**src/rtl/cow_pkg.sv**
```systemverilog
package cow_pkg;
  typedef enum logic [1:0] {
    CLS_PLAIN = 2'b00,
    CLS_FAST  = 2'b01,
    CLS_DUAL  = 2'b10,
    CLS_ALT   = 2'b11
  } wave_class_e;

  typedef enum logic [1:0] {
    ACT_HOLD = 2'b00,
    ACT_CLR  = 2'b01,
    ACT_SET  = 2'b10,
    ACT_TGL  = 2'b11
  } wave_act_e;

  localparam int CODE_W = 2;
endpackage

```
**src/rtl/cow_action.sv**
```systemverilog
module cow_action
  import cow_pkg::*;
#(
  parameter bit IS_PRIMARY = 1'b1
) (
  input  wave_class_e        cls,
  input  logic               wide_toggle,
  input  logic               cnt_down,
  input  logic               at_bottom,
  input  logic [CODE_W-1:0]  code,
  input  logic               match,
  input  logic               eq_top,
  input  logic               force_cmp,
  output wave_act_e          act,
  output logic               connect
);
  logic pwm;
  logic tgl_ok;

  assign pwm    = (cls == CLS_FAST) || (cls == CLS_DUAL);
  assign tgl_ok = IS_PRIMARY && wide_toggle;

  always_comb begin
    connect = (code != 2'b00);
    if (pwm && code == 2'b01 && !tgl_ok) connect = 1'b0;

    act = ACT_HOLD;
    if (!pwm) begin
      if (match || force_cmp) begin
        case (code)
          2'b01:   act = ACT_TGL;
          2'b10:   act = ACT_CLR;
          2'b11:   act = ACT_SET;
          default: act = ACT_HOLD;
        endcase
      end
    end else if (code == 2'b01) begin
      if (tgl_ok && match) act = ACT_TGL;
    end else if (code[1]) begin
      if (cls == CLS_FAST) begin
        if (match && !eq_top)  act = code[0] ? ACT_SET : ACT_CLR;
        else if (at_bottom)    act = code[0] ? ACT_CLR : ACT_SET;
      end else begin
        if (eq_top)            act = code[0] ? ACT_SET : ACT_CLR;
        else if (match)        act = (code[0] ^ cnt_down) ? ACT_SET : ACT_CLR;
      end
    end
  end
endmodule

```
**src/rtl/cow_channel.sv**
```systemverilog
module cow_channel
  import cow_pkg::*;
#(
  parameter bit IS_PRIMARY = 1'b1
) (
  input  logic               clk,
  input  logic               rst_n,
  input  wave_class_e        cls,
  input  logic               wide_toggle,
  input  logic               cnt_down,
  input  logic               at_bottom,
  input  logic [CODE_W-1:0]  code,
  input  logic               match,
  input  logic               eq_top,
  input  logic               force_cmp,
  input  logic               port_val,
  input  logic               dir,
  output logic               wave,
  output logic               pin_val,
  output logic               pin_oe
);
  wave_act_e act;
  logic      connect;
  logic      wave_q;

  cow_action #(.IS_PRIMARY(IS_PRIMARY)) u_act (
    .cls(cls), .wide_toggle(wide_toggle), .cnt_down(cnt_down),
    .at_bottom(at_bottom), .code(code), .match(match), .eq_top(eq_top),
    .force_cmp(force_cmp), .act(act), .connect(connect)
  );

  always_ff @(posedge clk) begin
    if (!rst_n) begin
      wave_q <= 1'b0;
    end else begin
      case (act)
        ACT_CLR: wave_q <= 1'b0;
        ACT_SET: wave_q <= 1'b1;
        ACT_TGL: wave_q <= ~wave_q;
        default: wave_q <= wave_q;
      endcase
    end
  end

  assign wave    = wave_q;
  assign pin_val = connect ? wave_q : port_val;
  assign pin_oe  = dir;


  code_off_hold_chk: assert property (@(posedge clk) disable iff (!rst_n)
    (code == 2'b00) |=> $stable(wave_q));

  plain_set_chk: assert property (@(posedge clk) disable iff (!rst_n)
    ((cls == CLS_PLAIN) && code == 2'b11 && match) |=> wave_q);

  fast_bottom_set_chk: assert property (@(posedge clk) disable iff (!rst_n)
    ((cls == CLS_FAST) && code == 2'b10 && at_bottom && !match) |=> wave_q);

  dual_up_clr_chk: assert property (@(posedge clk) disable iff (!rst_n)
    ((cls == CLS_DUAL) && code == 2'b10 && match && !cnt_down && !eq_top) |=> !wave_q);

  fast_top_ignore_chk: assert property (@(posedge clk) disable iff (!rst_n)
    ((cls == CLS_FAST) && code[1] && eq_top && !at_bottom) |=> $stable(wave_q));

  dual_top_level_chk: assert property (@(posedge clk) disable iff (!rst_n)
    ((cls == CLS_DUAL) && code == 2'b11 && eq_top) |=> wave_q);
endmodule

```
**src/rtl/cmp_wave_out.sv**
```systemverilog
module cmp_wave_out
  import cow_pkg::*;
#(
  parameter int NUM_CH = 2
) (
  input  logic                     clk,
  input  logic                     rst_n,
  input  logic [1:0]               mode_class,
  input  logic                     wide_toggle,
  input  logic                     cnt_down,
  input  logic                     at_bottom,
  input  logic [NUM_CH*CODE_W-1:0] act_code,
  input  logic [NUM_CH-1:0]        match,
  input  logic [NUM_CH-1:0]        cmp_eq_top,
  input  logic [NUM_CH-1:0]        force_cmp,
  input  logic [NUM_CH-1:0]        port_val,
  input  logic [NUM_CH-1:0]        dir,
  output logic [NUM_CH-1:0]        wave,
  output logic [NUM_CH-1:0]        pin_val,
  output logic [NUM_CH-1:0]        pin_oe
);
  wave_class_e cls;
  assign cls = wave_class_e'(mode_class);

  for (genvar c = 0; c < NUM_CH; c++) begin : g_ch
    cow_channel #(.IS_PRIMARY(c == 0)) u_ch (
      .clk(clk), .rst_n(rst_n), .cls(cls), .wide_toggle(wide_toggle),
      .cnt_down(cnt_down), .at_bottom(at_bottom),
      .code(act_code[c*CODE_W +: CODE_W]), .match(match[c]),
      .eq_top(cmp_eq_top[c]), .force_cmp(force_cmp[c]),
      .port_val(port_val[c]), .dir(dir[c]),
      .wave(wave[c]), .pin_val(pin_val[c]), .pin_oe(pin_oe[c])
    );
  end
endmodule

```
**config.mk**
```make
export PLATFORM = sky130hd
export DESIGN_NAME = cmp_wave_out
export DESIGN_NICKNAME = d
export VERILOG_FILES = /design/src/rtl/cow_pkg.sv /design/src/rtl/cow_action.sv /design/src/rtl/cow_channel.sv /design/src/rtl/cmp_wave_out.sv
export SDC_FILE = /design/constraint.sdc
export NUM_CORES = 1
export LEC_CHECK = 0
export BUFFER_PORTS_ARGS = -buffer_cell sky130_fd_sc_hd__buf_2
export CAP_MARGIN = 20
export CORE_AREA = 2 2 39 41
export CTS_BUF_LIST = sky130_fd_sc_hd__clkbuf_8
export CTS_CLUSTER_DIAMETER = 120
export DETAILED_ROUTE_END_ITERATION = 10
export DIE_AREA = 0 0 41 43
export GPL_ROUTABILITY_DRIVEN = 0
export PLACE_DENSITY = 0.72
export SETUP_SLACK_MARGIN = 0.1
export SKIP_LAST_GASP = 1
export SLEW_MARGIN = 20
export SYNTH_ARGS = -nofsm -noshare
export SYNTH_HDL_FRONTEND = slang
export SYNTH_SLANG_ARGS = --single-unit
```
**constraint.sdc**
```tcl
create_clock -name clk -period 2.73 [get_ports clk]
set_input_delay 0.4095 -clock clk [delete_from_list [all_inputs] [get_ports clk]]
set_output_delay 0.4095 -clock clk [all_outputs]
set_load 0.03 [all_outputs]
```
==> out/qor.txt, run 1 <==
outcome - completed
worst slew pin tran - 0.279 ns
Worst-path clk slew - 0.03 ns
Post-synth EDFFs - 0
crit path max fanout - 8
Crit path required time - 2.32 ns
power per cell area - 396 nW/um^2
syn nets - 103
met3 Use GR - 4.71%
CTS Hold Bufs - 0
layout cells sized above 1 - 31.9%
Die Span Y - 43 um
NumNets Final - 123
GRT Overall Usage - 13.6%
R2R setup slack - 1.76 ns
overall power - 0.259 mW
reg-to-reg endpoint - g_ch[1].u_ch.wave
htree depth - 1
average cell area after synthesis - 7.28 sq um
Startpoint Class - primary input
DP Cell Count - 104
Mapped Area - 532 sq um
power share of the sequential group - 15.0%
CP startpoint - mode_class[1]
critical path type - primary input to primary output
area grow syn2layout - 23.1%
WL per Instance - 10.7 um
Peak VDD IR - 0.000166 V
clk buf depth - 2
first-pass GRT wire length - 1640 um
IO buf count - 22
Crit. End Element - primary output
final worst setup slack - 0.599 ns
max cap viols - 0
antenna viol nets, final - 0
post-route clock skew - 0 ns
fmax - 469 MHz
Synth Flop Type - dfxtp_1
Syn Inst Count - 73
YS warnings - 0
setup repair bufs after CTS - 0
DP Worst Slack - 0.584 ns
arrival time worst endpoint - 1.72 ns
RSZ-0062 raised after global routing - no
largest cells by area after synthesis - ha_1 21%, buf_4 8.5%, dfxtp_1 7.5%
Yosys top cell by area - ha_1
initial core utilization - 38.4%
antenna cells - 0
final worst-path cycle share - 78.1%
number of global-route vias before repair - 452
Hold WS - 0.459 ns
root buf cell - clkbuf_8
Sink Count - 2
DRC viols - 0
clock network fraction of total power - 44.2%
number of CTS-inserted buffers - 3
Core ar. - 1380 sq um
final setup TNS - 0 ns
final setup fails - 0
filler cell count - 140
initial antenna violation count - 0
Yosys top cell area share - 21.2%
DRT Pass-1 Iters - 3
TritonCTS clock tree - done
post-CTS resize count - 0
Final min period - 2.13 ns
asr flop ratio synth - 0%
fin cells - 107
Skew-Pair Late Insertion Delay - 0.21 ns
sequential element share of the synthesized area - 7.53%
busiest grt layer - met2
Lkg Pwr - 0.329 nW
Reg2Reg Depth - 5
Psw - 0.0887 mW
DRT iter0 DRCs - 11
Die Area - 1760 sq um
Post-Route WL - 1150 um
Worst Setup EP - pin_val[1]
Seq cells post-synth - 2
HPWL Detailed - 967 um
Synth cell types - 30
Sw Ratio - 34.3%
DR vias - 552
largest net degree at the start of global routing - 11
worst rel slew slack - 81.4%
routed vias/inst - 5.16
Comb pwr share - 40.8%
row cnt - 14
max reg flops - 2
Final Slew Violations - 0
grt met1 use - 16.2%
final hold viol count - 0
GR Layer Usage met2 - 20.9%
internal power - 0.170 mW
GRT overflow - 0
worst min path class - primary input to flop
reg-to-reg startpoint - g_ch[1].u_ch.wave
Top Ports - 27
Die Span X - 41 um
==> worst min-delay path by stage <==
stage / depth (start not counted) / to / slack (ns) / from
floorplan: 2 / g_ch[0].u_ch.wave / 0.48 / g_ch[0].u_ch.wave
global route: 3 / g_ch[1].u_ch.wave / 0.47 / rst_n
detailed placement: 2 / g_ch[0].u_ch.wave / 0.52 / g_ch[0].u_ch.wave
CTS: 3 / g_ch[1].u_ch.wave / 0.46 / rst_n
finish: 3 / g_ch[1].u_ch.wave / 0.46 / rst_n
global placement: 2 / g_ch[0].u_ch.wave / 0.52 / g_ch[0].u_ch.wave
==> per-stage QoR <==
stage,util [%],instance area (sq um)
6_report,47.3,654
5_1_grt,47.3,654
3_3_place_gp,44.3,613
4_1_cts,47.3,654
2_1_floorplan,-,532
3_5_place_dp,44.3,613
==> synthesized netlist by cell type (all sizes together) (2+ instances only) <==
cell type / n
nand2b: 3
ha: 9
buf: 6
mux2: 2
inv: 8
o22ai: 2
a211oi: 2
nand3b: 2
nor2: 4
nand2: 5
o2111ai: 2
dfxtp: 2
nand3: 4
a21oi: 3
o21ai: 5
==> cell families after synthesis <==
group | synth area share, %
buf+inv | 14.8
compound gates | 27.8
mux | 6.12
simple gates | 22.6
flops | 7.53
fa+ha+maj | 21.2
==> power groups by stage <==
stage	sequential (mW)	clock (mW)	combinational, mW
3_3_place_gp	0.0393	0	0.103
5_1_grt	0.0398	0.122	0.117
4_1_cts	0.0388	0.118	0.106
2_1_floorplan	0.0380	0	0.0872
6_report	0.0388	0.115	0.106
3_5_place_dp	0.0390	0	0.106
==> placed cells by master (no fill, tap or decap), drive strengths merged, types with 3 or more instances in the layout <==
cell type  count
inv            8
nand2          5
nor2           4
a21oi          3
o21ai          5
nand3          4
clkbuf         3
buf           22
ha             9
nand2b         3
==> layout make-up <==
cell class	count	area [sq um]	share of cell area (%)
multi-input combinational	56	413	63.1
tap	16	20.0	3.06
sequential	2	40.0	6.12
clock buffer	3	41.3	6.31
inverter	8	30.0	4.59
timing repair buffer	22	110	16.8
==> per-layer routing <==
metal  routed length [um]  part of all wire, %  vias to the layer above
li1                     -                    -                      297
met2                  519                   45                       20
met5                    0                    0                        -
met1                  553                   48                      235
met3                   75                  6.5                        0
met4                    0                    0                        0
==> critical path, cell delays in order <==
cell     delay, ns
buf_2         0.07
inv_1         0.03
ha_1          0.40
inv_1         0.12
a21oi_1       0.17
mux2_2        0.34
buf_2         0.17
(Power assumes the default switching activity.)
==> run 2, diff against run 1 <==
Settings changed: CORE_AREA 2 2 39 41 to not set, CORE_MARGIN set to 1.5, CORE_UTILIZATION set to 41, DIE_AREA 0 0 41 43 to not set, PLACE_DENSITY 0.72 to 0.76.
Clock period 2.73 ns to 1.82 ns, I/O delays scaled along.
==> run 2 against run 1 <==
Core utilization rose by 14 points; sequential share of layout area fell by 0.45 points; cell area rose by 8.0%; final cell count rose by 1.9%; critical path depth did not move; worst hold slack got worse by 0.13 ns; combinational power rose by 74%; global-route usage rose by 6.4 points; total power rose by 60%; clock skew did not move; largest cell class unchanged.
==> out/qor.txt, run 2 (same netlist as run 1, synthesis figures left out) <==
RSZ-0062 raised after global routing - no (unchanged)
Comb pwr share - 44.2% (was 40.8%)
Die Span X - 39.0 um (was 41 um)
Sink Count - 2 (unchanged)
htree depth - 1 (unchanged)
root buf cell - clkbuf_8 (unchanged)
max reg flops - 2 (unchanged)
Slowest-stage cell, CP - mux2_2 (was ha_1)
WHS Endpoint - g_ch[1].u_ch.wave (unchanged)
internal power - 0.275 mW (was 0.170 mW)
layout cells sized above 1 - 36.8% (was 31.9%)
number of CTS-inserted buffers - 3 (unchanged)
hold depth - 3 (unchanged)
WL per Instance - 11.2 um (was 10.7 um)
final setup TNS - 0 ns (unchanged)
final worst-path cycle share - 90.6%
critical path type - primary input to primary output (unchanged)
crit path max fanout - 5 (was 8)
wl on met1 - 578 um (was 553 um)
crit-path max cell delay - 0.34 ns (was 0.40 ns)
DR vias - 584 (was 552)
met2 routed WL - 597 um (was 519 um)
worst path cell trace - buf_2, inv_1, ha_4, nor2_1, a21oi_1, mux2_2, buf_4 (was buf_2, inv_1, ha_1, inv_1, a21oi_1, mux2_2, buf_2)
most common library cell in the layout ignoring fill and taps - buf_2 (unchanged)
IO buf count - 22 (unchanged)
CTS Hold Bufs - 0 (unchanged)
Die Span Y - 39.0 um (was 43 um)
commonest cells after routing, fill and taps aside - 20 x buf_2, 8 x inv_1, 8 x ha_1 (was 22 x buf_2, 9 x ha_1, 8 x inv_1)
Worst-path clk slew - 0.03 ns (about the same)
setup repair bufs after CTS - 0 (unchanged)
Crit. End Element - primary output (unchanged)
GRT overflow - 0 (unchanged)
clk buf depth - 2 (unchanged)
power per cell area - 588 nW/um^2 (was 396 nW/um^2)
Startpoint Class - primary input (unchanged)
clock network fraction of total power - 41.8% (was 44.2%)
arrival time worst endpoint - 1.38 ns (was 1.72 ns)
GRT Overall Usage - 20.0% (was 13.6%)
initial antenna violation count - 0 (unchanged)
Reg2Reg Depth - 5 (unchanged)
DRT iter0 DRCs - 7 (was 11)
reg-to-reg startpoint - g_ch[1].u_ch.wave (unchanged)
antenna cells - 0 (unchanged)
final hold viol count - 0 (unchanged)
reg-to-reg endpoint - g_ch[1].u_ch.wave (unchanged)
number of global-route vias before repair - 555 (was 452)
largest net degree at the start of global routing - 11 (unchanged)
area grow syn2layout - 32.9% (was 23.1%)
row cnt - 12 (was 14)
DRT Pass-1 Iters - 3 (unchanged)
Hold WS - 0.324 ns (was 0.459 ns)
worst slew pin tran - 0.304 ns (was 0.279 ns)
overall power - 0.416 mW (was 0.259 mW)
max cap viols - 0 (unchanged)
Final min period - 1.65 ns
final setup fails - 0 (unchanged)
worst rel slew slack - 79.8% (was 81.4%)
outcome - completed (unchanged)
Crit path required time - 1.55 ns (was 2.32 ns)
HPWL Detailed - 967 um (about the same)
Post-Route WL - 1220 um (was 1150 um)
first-pass GRT wire length - 2150 um (was 1640 um)
DRC viols - 0 (unchanged)
Final Slew Violations - 0 (unchanged)
Peak VDD IR - 0.000198 V (was 0.000166 V)
Die Area - 1520 sq um (was 1760 sq um)
max layer used - met3 (unchanged)
R2R setup slack - 0.87 ns (was 1.76 ns)
Psw - 0.140 mW (was 0.0887 mW)
NumNets Final - 127 (was 123)
initial core utilization - 46.0% (was 38.4%)
Top Ports - 27 (unchanged)
TritonCTS clock tree - done (unchanged)
Sw Ratio - 33.7% (was 34.3%)
hold_sp - rst_n (unchanged)
CP startpoint - mode_class[1] (unchanged)
antenna viol nets, final - 0 (unchanged)
Lkg Pwr - 0.350 nW (was 0.329 nW)
fmax - 607 MHz
Core ar. - 1160 sq um (was 1380 sq um)
routed vias/inst - 5.36 (was 5.16)
Skew-Pair Late Insertion Delay - 0.21 ns (about the same)
met3 WL post-DR - 40 um (was 75 um)
power share of the sequential group - 14.0% (was 15.0%)
worst min path class - primary input to flop (unchanged)
post-route clock skew - 0 ns (unchanged)
==> run 2: cell count changes in the layout (fill, tap and decap cells not counted) <==
cell,before,now
buf_2,22,20
ha_4,0,1
a21oi_2,0,1
ha_1,9,8
buf_6,0,1
a21oi_1,3,2
buf_4,0,5
==> run 2: worst max-delay path, delay by kind of cell <==
| kind | cells | cell delay [ns] |
|---|---|---|
| muxes | 1 | 0.34 |
| AOI/OAI and AO/OA | 1 | 0.13 |
| adders and majority gates | 1 | 0.29 |
| buffers and inverters | 3 | 0.29 |
| and+or+nand+nor | 1 | 0.05 |
==> run 2: through the flow <==
stage               cells  worst slack [ns]  utilization, %  area [sq um]
floorplan              73             0.139               -           533
global placement      106            0.0599            55.4           641
global route          109             0.111            61.1           707
CTS                   109             0.111            60.1           694
detailed placement    106            0.0653            55.4           641
finish                109             0.171            61.1           707
==> run 2: power by group through the flow <==
stage / combinational, mW / sequential (mW) / clock, mW
after floorplan: 0.131 / 0.0570 / 0
after global placement: 0.165 / 0.0592 / 0
after detailed placement: 0.170 / 0.0593 / 0
after CTS: 0.176 / 0.0585 / 0.180
after global routing: 0.204 / 0.0592 / 0.177
final: 0.184 / 0.0581 / 0.174
==> run 2: layout make-up <==
| type | count | area (sq um) |
|---|---|---|
| inverter | 8 | 30.0 |
| timing repair buffer | 26 | 149 |
| sequential | 2 | 40.0 |
| multi-input combinational | 56 | 429 |
| clock buffer | 3 | 41.3 |
| tap | 14 | 17.5 |
| fill | 116 | 449 |
==> run 2: worst max-delay path by stage <==
stage | endpoint | cells after the start
floorplan | pin_val[1] | 7
detailed placement | pin_val[1] | 6
finish | pin_val[0] | 7
CTS | pin_val[1] | 7
global route | pin_val[0] | 7
global placement | pin_val[1] | 6
==> run 2: layer usage <==
layer	global-route usage, %	up-vias
met1	24.0	267
met2	33.3	10
li1	-	307
met5	0	-
met4	13.8	0
met3	1.16	0
==> run 2: timing repair <==
item                                    4_1_cts  5_1_grt
pin swaps                                     0        3
endpoints found under the setup margin        2        2
gates resized for setup                       1        6
cloned                                        0        0
==> run 3, diff against run 2 <==
Settings changed: RECOVER_POWER set to 50.
==> run 3 against run 2 <==
Critical path depth unchanged; worst hold slack about the same; first-iteration DRC count unchanged; total power down 0.23%; largest cell class unchanged.
==> out/qor.txt, run 3 (same netlist as run 1, synthesis figures left out) <==
outcome - completed (unchanged)
Crit. End Element - primary output (unchanged)
max cap viols - 0 (unchanged)
Crit path required time - 1.55 ns (about the same)
post-route clock skew - 0 ns (unchanged)
antenna viol nets, final - 0 (unchanged)
worst min path class - primary input to flop (unchanged)
Die Span X - 39.0 um (unchanged)
number of CTS-inserted buffers - 3 (unchanged)
max reg flops - 2 (unchanged)
crit path max fanout - 5 (unchanged)
reg-to-reg startpoint - g_ch[1].u_ch.wave (unchanged)
Storage cell area - 40.0 sq um (unchanged)
Worst-path clk slew - 0.03 ns (about the same)
filler cell count - 117 (was 116)
TritonCTS clock tree - done (unchanged)
worst slew pin tran - 0.361 ns (was 0.304 ns)
Peak VDD IR - 0.000198 V (about the same)
row cnt - 12 (unchanged)
layout cells sized above 1 - 34.7% (was 36.8%)
htree depth - 1 (unchanged)
routed vias/inst - 5.34 (was 5.36)
worst rel slew slack - 76.0% (was 79.8%)
initial antenna violation count - 0 (unchanged)
first-pass GRT wire length - 2150 um (unchanged)
number of global-route vias before repair - 555 (unchanged)
setup repair bufs after CTS - 0 (unchanged)
area grow syn2layout - 32.5% (was 32.9%)
final setup TNS - 0 ns (unchanged)
commonest cells after routing, fill and taps aside - 18 x buf_2, 8 x inv_1, 8 x ha_1 (was 20 x buf_2, 8 x inv_1, 8 x ha_1)
worst path cell trace - buf_2, inv_1, ha_4, nor2_1, a21oi_1, mux2_2, buf_4 (unchanged)
critical path type - primary input to primary output (unchanged)
power per cell area - 589 nW/um^2 (was 588 nW/um^2)
final worst-path cycle share - 90.5% (was 90.6%)
Final Slew Violations - 0 (unchanged)
Sink Count - 2 (unchanged)
Post-Route WL - 1220 um (about the same)
final hold viol count - 0 (unchanged)
Top Ports - 27 (unchanged)
HPWL Detailed - 967 um (unchanged)
GRT overflow - 0 (unchanged)
Die Span Y - 39.0 um (unchanged)
Slowest-stage cell, CP - mux2_2 (unchanged)
final setup fails - 0 (unchanged)
Die Area - 1520 sq um (unchanged)
final core occ - 60.9% (was 61.1%)
fmax - 607 MHz (about the same)
DRC viols - 0 (unchanged)
multi-input logic area - 429 sq um (unchanged)
DRT Pass-1 Iters - 3 (unchanged)
Core ar. - 1160 sq um (unchanged)
RSZ-0062 raised after global routing - no (unchanged)
WL per Instance - 11.2 um (about the same)
most common library cell in the layout ignoring fill and taps - buf_2 (unchanged)
Startpoint Class - primary input (unchanged)
CP startpoint - mode_class[1] (unchanged)
clk buf depth - 2 (unchanged)
DR vias - 582 (was 584)
Lkg Pwr - 0.343 nW (was 0.350 nW)
root buf cell - clkbuf_8 (unchanged)
initial core utilization - 46.0% (unchanged)
IO buf count - 22 (unchanged)
Final min period - 1.65 ns (about the same)
GRT Overall Usage - 20.0% (unchanged)
arrival time worst endpoint - 1.37 ns (was 1.38 ns)
crit-path max cell delay - 0.34 ns (about the same)
largest net degree at the start of global routing - 11 (unchanged)
NumNets Final - 127 (unchanged)
DRT iter0 DRCs - 7 (unchanged)
hold_sp - rst_n (unchanged)
Skew-Pair Late Insertion Delay - 0.21 ns (about the same)
antenna cells - 0 (unchanged)
==> run 3: changes by cell type in the layout (fill, tap and decap cells not counted), sizes merged <==
cell	delta
buf	-2
clkbuf	+2
==> run 3: metrics by stage <==
stage          total power [mW]  cell area (sq um)  cells  setup slack (ns)  hold slack [ns]
2_1_floorplan             0.188                533     73             0.139            0.397
3_3_place_gp              0.224                641    106            0.0599            0.518
3_5_place_dp              0.229                641    106            0.0653            0.514
4_1_cts                   0.414                694    109             0.111            0.322
5_1_grt                   0.440                704    109             0.111            0.345
6_report                  0.415                704    109             0.173            0.324
==> run 3: metal layers <==
metal  GRT usage, %  routed length [um]  share of wire [%]
met5              0                   0                  0
met4           13.8                   0                  0
met3           1.16                  42                3.4
met2           33.3                 593                 49
met1           24.0                 583                 48
==> run 3: repair_timing <==
item / CTS / global route
endpoints found under the setup margin: 2 / 2
pin swaps: 0 / 3
hold buffers: 0 / 0
gates cloned: 0 / 0
gates resized for setup: 1 / 6
==> run 3: final timing paths <==
check,end,slack (ns),cells past startpoint
hold reg to reg,g_ch[0].u_ch.wave,0.52,2
hold / removal,g_ch[1].u_ch.wave,0.32,3
setup / recovery,pin_val[0],0.17,7
setup reg to reg,g_ch[1].u_ch.wave,0.87,5
==> run 3: report_power, final <==
part | switching [mW] | leakage (nW) | total [mW] | internal [mW]
clock | 0.0343 | 0.0216 | 0.174 | 0.140
sequential | 0.00751 | 0.0166 | 0.0585 | 0.0510
combinational | 0.0991 | 0.305 | 0.182 | 0.0829
total | 0.141 | 0.343 | 0.415 | 0.274
==> run 3: layout make-up <==
cell class / instances / area share [%]
multi-input combinational: 56 / 60.9
timing repair buffer: 26 / 20.8
clock buffer: 3 / 5.86
sequential: 2 / 5.68
inverter: 8 / 4.26
tap: 14 / 2.49
==> run 3: critical path: cells and delay by family <==
family	cells	cell delay [ns]
multiplexers	1	0.34
buffers and inverters	3	0.29
adder cells (fa/ha/maj)	1	0.29
AO/OA/AOI/OAI	1	0.13
AND/OR/NAND/NOR	1	0.05
